### src/rtl/recip_mul_div.sv
module recip_mul_div #(
  parameter int NUM_W    = 8,
  parameter int DEN_W    = 6,
  parameter int SIG_W    = 8,
  parameter int PIPE_MUL = 0
) (
  input  logic                                  clk,
  input  logic                                  rst_n,
  input  logic                                  in_valid,
  input  logic [NUM_W-1:0]                      num,
  input  logic [DEN_W-1:0]                      den,
  output logic                                  out_valid,
  output logic [NUM_W+SIG_W-1:0]                prod,
  output logic [$clog2(SIG_W+DEN_W)-1:0]        scale,
  output logic                                  err
);
  localparam int SH_W  = $clog2(DEN_W);
  localparam int SC_W  = $clog2(SIG_W + DEN_W);
  localparam int PR_W  = NUM_W + SIG_W;
  localparam int DEPTH = 1 << DEN_W;
  localparam int HW    = SIG_W / 2;
  localparam int LO_W  = NUM_W + HW;
  localparam int HI_W  = NUM_W + SIG_W - HW;

  function automatic logic [SH_W-1:0] shift_of(input logic [DEN_W-1:0] x);
    logic [DEN_W-1:0] m;
    shift_of = '0;
    m = x - DEN_W'(1);
    if (x > DEN_W'(1))
      for (int i = 0; i < DEN_W; i++)
        if (m[i]) shift_of = SH_W'(i);
  endfunction

  function automatic logic [SIG_W-1:0] sig_of(input int x);
    longint p, q, lim;
    if (x == 0) return '0;
    lim = (longint'(1) << SIG_W) - 1;
    p = longint'(1) << (SIG_W + 1 + int'(shift_of(DEN_W'(x))));
    q = (p + longint'(x)) / (2 * longint'(x));
    if (q > lim) q = lim;
    return SIG_W'(q);
  endfunction

  logic [SIG_W-1:0] rom [DEPTH];
  for (genvar g = 0; g < DEPTH; g++) begin : g_rom
    assign rom[g] = sig_of(g);
  end

  logic             v1, v2, e2;
  logic [NUM_W-1:0] n1, n2;
  logic [DEN_W-1:0] d1;
  logic [SIG_W-1:0] sig2;
  logic [SH_W-1:0]  sh2;

  always_ff @(posedge clk or negedge rst_n) begin
    if (!rst_n) begin
      v1 <= 1'b0;
      n1 <= '0;
      d1 <= '0;
    end else begin
      v1 <= in_valid;
      n1 <= num;
      d1 <= den;
    end
  end

  always_ff @(posedge clk or negedge rst_n) begin
    if (!rst_n) begin
      v2   <= 1'b0;
      e2   <= 1'b0;
      n2   <= '0;
      sig2 <= '0;
      sh2  <= '0;
    end else begin
      v2   <= v1;
      e2   <= (d1 == '0);
      n2   <= (d1 == '0) ? '0 : n1;
      sig2 <= rom[d1];
      sh2  <= shift_of(d1);
    end
  end

  logic            vq, eq;
  logic [PR_W-1:0] pq;
  logic [SH_W-1:0] sq;

  if (PIPE_MUL == 0) begin : g_single
    always_ff @(posedge clk or negedge rst_n) begin
      if (!rst_n) begin
        vq <= 1'b0;
        eq <= 1'b0;
        pq <= '0;
        sq <= '0;
      end else begin
        vq <= v2;
        eq <= e2;
        pq <= PR_W'(n2) * PR_W'(sig2);
        sq <= sh2;
      end
    end
  end else begin : g_split
    logic            va, vb, ea, eb;
    logic [SH_W-1:0] sa, sb;
    logic [LO_W-1:0] plo;
    logic [HI_W-1:0] phi;
    logic [PR_W-1:0] psum;

    always_ff @(posedge clk or negedge rst_n) begin
      if (!rst_n) begin
        va  <= 1'b0;
        ea  <= 1'b0;
        sa  <= '0;
        plo <= '0;
        phi <= '0;
      end else begin
        va  <= v2;
        ea  <= e2;
        sa  <= sh2;
        plo <= LO_W'(n2) * LO_W'(sig2[HW-1:0]);
        phi <= HI_W'(n2) * HI_W'(sig2[SIG_W-1:HW]);
      end
    end

    always_ff @(posedge clk or negedge rst_n) begin
      if (!rst_n) begin
        vb   <= 1'b0;
        eb   <= 1'b0;
        sb   <= '0;
        psum <= '0;
      end else begin
        vb   <= va;
        eb   <= ea;
        sb   <= sa;
        psum <= PR_W'(plo) + (PR_W'(phi) << HW);
      end
    end

    always_ff @(posedge clk or negedge rst_n) begin
      if (!rst_n) begin
        vq <= 1'b0;
        eq <= 1'b0;
        pq <= '0;
        sq <= '0;
      end else begin
        vq <= vb;
        eq <= eb;
        pq <= psum;
        sq <= sb;
      end
    end
  end

  assign out_valid = vq;
  assign err       = eq;
  assign prod      = pq;
  assign scale     = vq ? SC_W'(SIG_W) + SC_W'(sq) : '0;
endmodule


### config.mk
export PLATFORM = sky130hd
export DESIGN_NAME = recip_mul_div
export DESIGN_NICKNAME = d
export VERILOG_FILES = /design/src/rtl/recip_mul_div.sv
export SDC_FILE = /design/constraint.sdc
export NUM_CORES = 1
export LEC_CHECK = 0
export ABC_AREA = 1
export BUFFER_PORTS_ARGS = -buffer_cell sky130_fd_sc_hd__buf_2
export CAP_MARGIN = 5
export CELL_PAD_IN_SITES_DETAIL_PLACEMENT = 1
export CELL_PAD_IN_SITES_GLOBAL_PLACEMENT = 2
export CORE_MARGIN = 1
export CORE_UTILIZATION = 25
export DETAILED_ROUTE_END_ITERATION = 10
export GPL_TIMING_DRIVEN = 0
export PLACE_DENSITY_LB_ADDON = 0.1
export SYNTH_ARGS = -nofsm -noshare
export SYNTH_HDL_FRONTEND = slang
export SYNTH_SLANG_ARGS = --single-unit
### constraint.sdc
create_clock -name clk -period 6.2 [get_ports clk]
set_clock_uncertainty 0.2 [all_clocks]
set_input_delay 0.62 -clock clk [delete_from_list [all_inputs] [get_ports clk]]
set_output_delay 0.62 -clock clk [all_outputs]
set_load 0.02 [all_outputs]
==> flow_metrics.env <==
export IMPL_synth_area_leaders="dfrtp_1 (30%), nand2_1 (16%), fa_1 (15%)"
export IMPL_num_vias=3825
export IMPL_worst_slew_pin_slew_ns=0.8503
export IMPL_drive_gt1_share_pct=12.90
export IMPL_die_w_um=140.3
export IMPL_ys_types=29
export IMPL_synth_xor_area_share_pct=1.623
export IMPL_antennaDiodeCount=0
export IMPL_max_freq_mhz=229.3
export IMPL_status="finished clean"
export IMPL_gr_total_overflow=0
export IMPL_syn_to_final_growth_pct=16.75
export IMPL_cap_violations=0
export IMPL_ctsResizeCount=0
export IMPL_rsz0062_at_grt="false"
export IMPL_drtPass1Iterations=6
export IMPL_min_to="err"
export IMPL_setup_violations=0
export IMPL_cts_tree="done"
export IMPL_grt_pass1_vias=4102
export IMPL_place_gp_congestion=0.8555
export IMPL_ctsRootBufferMaster="clkbuf_16"
export IMPL_antenna_found_initial=0
export IMPL_cts_hold_buf=0
export IMPL_seq_area_frac_synth_pct=29.84
export IMPL_min_from="e2"
export IMPL_fin_crit_sh_pct=70.34
export IMPL_wire_per_inst_um=13.50
export IMPL_initial_core_util_pct=25.56
export IMPL_p_per_area_mw_per_mm2=346.4
export IMPL_clk_pin_slew_worst_paths_ns=0.06
export IMPL_reg2reg_depth=18
export IMPL_grt_usage_pct=13.76
export IMPL_reg2reg_to="prod[15]"
export IMPL_dp_cells=900
export IMPL_synth_mux_area_share_pct=0
export IMPL_period_minus_slack_ns=4.361
export IMPL_core_sq_mm=0.01871
export IMPL_yosys_warnings=0
export IMPL_synth_top_family_by_area="adder cells"
export IMPL_start_kind="flip-flop"
export IMPL_clockBufferDepth=2
export IMPL_row_count=50
export IMPL_cp_max_fo=8
export IMPL_critical_path_required_ns=6.23
export IMPL_vias_per_cell=4.176
export IMPL_synthAdderAreaFrac_pct=26.33
export IMPL_worst_setup_path_end_kind="flip-flop"
export IMPL_drc=0
export IMPL_synth_top_area_share_pct=29.84
export IMPL_ir_drop_uv=138.7
export IMPL_synthesis_nets=723
export IMPL_fillers=2275
export IMPL_cts_setup_buffers=0
export IMPL_synth_cells=627
export IMPL_yosys_area_share_simple_pct=24.37
export IMPL_routed_wirelength_mm=12.37
export IMPL_fin_total_pwr_mw=1.933
export IMPL_startpoint="n2[6]"
export IMPL_r2r_start="n2[6]"
export IMPL_portBuffers=38
export IMPL_slew_viol_final=0
export IMPL_arrival_ns=4.39
export IMPL_rrSetupSlack_ns=1.84
export IMPL_synth_avg_cell_area_sq_um=7.625
export IMPL_htreeDepth=3
export IMPL_clock_sinks=57
export IMPL_hold_viol_final=0
export IMPL_power_leakage_nw=3.369
export IMPL_drt_iter0_drc=62
export IMPL_grt_pass1_wl_mm=20.62
export IMPL_cts_buffers=9
export IMPL_relSlewSlack_pct=43.31
export IMPL_clock_latency_ns=0.34
export IMPL_crit_type="reg -> reg"
export IMPL_synth_compound_area_share_pct=2.748
export IMPL_ioPinCount=39
export IMPL_yosysTopAreaCell="dfrtp_1"
export IMPL_nNetsFinal=773
export IMPL_place_hpwl_mm=10.09
export IMPL_ant_nets=0
export IMPL_fin_cells=916
export IMPL_hold_path_class="reg -> reg"
export IMPL_chipHeight_um=140.3
export IMPL_hold_depth=0
export IMPL_grt_max_degree=36
export IMPL_setup_tns_ns=0
export IMPL_synthesis_area_sq_mm=0.004781
export IMPL_dieArea_sq_mm=0.01968
export IMPL_ys_ff_latch=57
==> final cells by class <==
cell class | instances | area (sq um) | share of cell area [%]
tap | 234 | 292.8 | 5.245
buffer | 24 | 126.4 | 2.264
sequential | 57 | 1426 | 25.55
inverter | 158 | 595.6 | 10.67
clock inverter | 6 | 51.30 | 0.9191
multi-input combinational | 388 | 2633 | 47.16
clock buffer | 10 | 239.0 | 4.282
timing repair buffer | 39 | 217.7 | 3.900
==> synthesized netlist by cell type, drive strengths merged <==
cell type,count
o211ai,3
and2,1
nor2,22
nand3b,2
a21oi,7
dfrtp,57
nor3,1
nand2,204
xnor2,1
fa,36
nand4,10
ha,43
o21ai,13
o221ai,1
xor2,7
nand3,37
buf,8
clkbuf,16
inv,158
==> state kept, by name, indices dropped and copies added (netlist names) <==
signal,cells
v2,1
d1,6
n1,8
n2,8
out_valid,1
err,1
e2,1
sq,3
sig2,8
v1,1
prod,16
sh2,3
==> power by group <==
part / total [mW] / switching (mW) / internal (mW)
combinational: 0.990 / 0.640 / 0.351
clock: 0.485 / 0.200 / 0.285
sequential: 0.458 / 0.0156 / 0.443
==> worst max-delay path, cell delays in order, from the launching register on <==
cell and delay [ns]:
dfrtp_1 0.32, clkbuf_1 0.40, nand2_1 0.09, inv_1 0.09, fa_1 0.45, fa_1 0.52
fa_1 0.55, inv_1 0.06, fa_1 0.53, inv_1 0.04, ha_1 0.36, nand2_1 0.12
inv_1 0.06, nand2_1 0.11, nand2_1 0.07, nand2_1 0.08, nand3_1 0.08, nand2_1 0.08
nand2_1 0.05
==> routing by layer <==
| layer | track usage [%] | share of wire [%] |
|---|---|---|
| met1 | 14.59 | 42 |
| met4 | 3.586 | 1.1 |
| met2 | 26.84 | 54 |
| met5 | 0 | 0 |
| met3 | 3.316 | 2.3 |
==> logic make-up (layout without fill, tap and decap cells) <==
logic type	count (synthesis)	after routing
simple gates	277	277
buf+inv	182	237
fa+ha+maj	79	79
flops	57	57
compound gates	24	24
xor+xnor	8	8
==> stage by stage <==
step	instance area, sq um	util [%]	hold slack, ns	setup slack (ns)
floorplan	4781	-	0.1244	2.245
global placement	5264	28.14	0.1317	1.821
detailed placement	5291	28.29	0.1364	1.793
CTS	5582	29.84	0.1495	1.759
global route	5582	29.84	0.1564	1.492
finish	5582	29.84	0.1502	1.839
==> worst max-delay path by stage <==
stage,end,slack [ns],cells after the start
6_report,prod[15],1.84,18
5_1_grt,prod[15],1.49,18
4_1_cts,prod[15],1.76,17
3_5_place_dp,prod[15],1.79,17
3_3_place_gp,prod[14],1.82,15
2_1_floorplan,prod[12],2.24,18
==> cells in the final DEF, fill, tap and decap left out, types with 2 or more instances in the layout <==
cell type  count
a21oi_1        7
buf_2         40
buf_4          3
buf_6          3
clkbuf_1      16
clkbuf_16      9
clkinv_4       4
dfrtp_1       57
fa_1          36
ha_1          43
inv_1        143
inv_2         14
nand2_1      202
nand3_1       37
nand3b_1       2
nand4_1       10
nor2_1        15
nor2_2         4
nor2_4         3
o211ai_1       3
o21ai_0        6
o21ai_1        7
xor2_1         6
No activity file was read; power rests on OpenSTA's default activity.
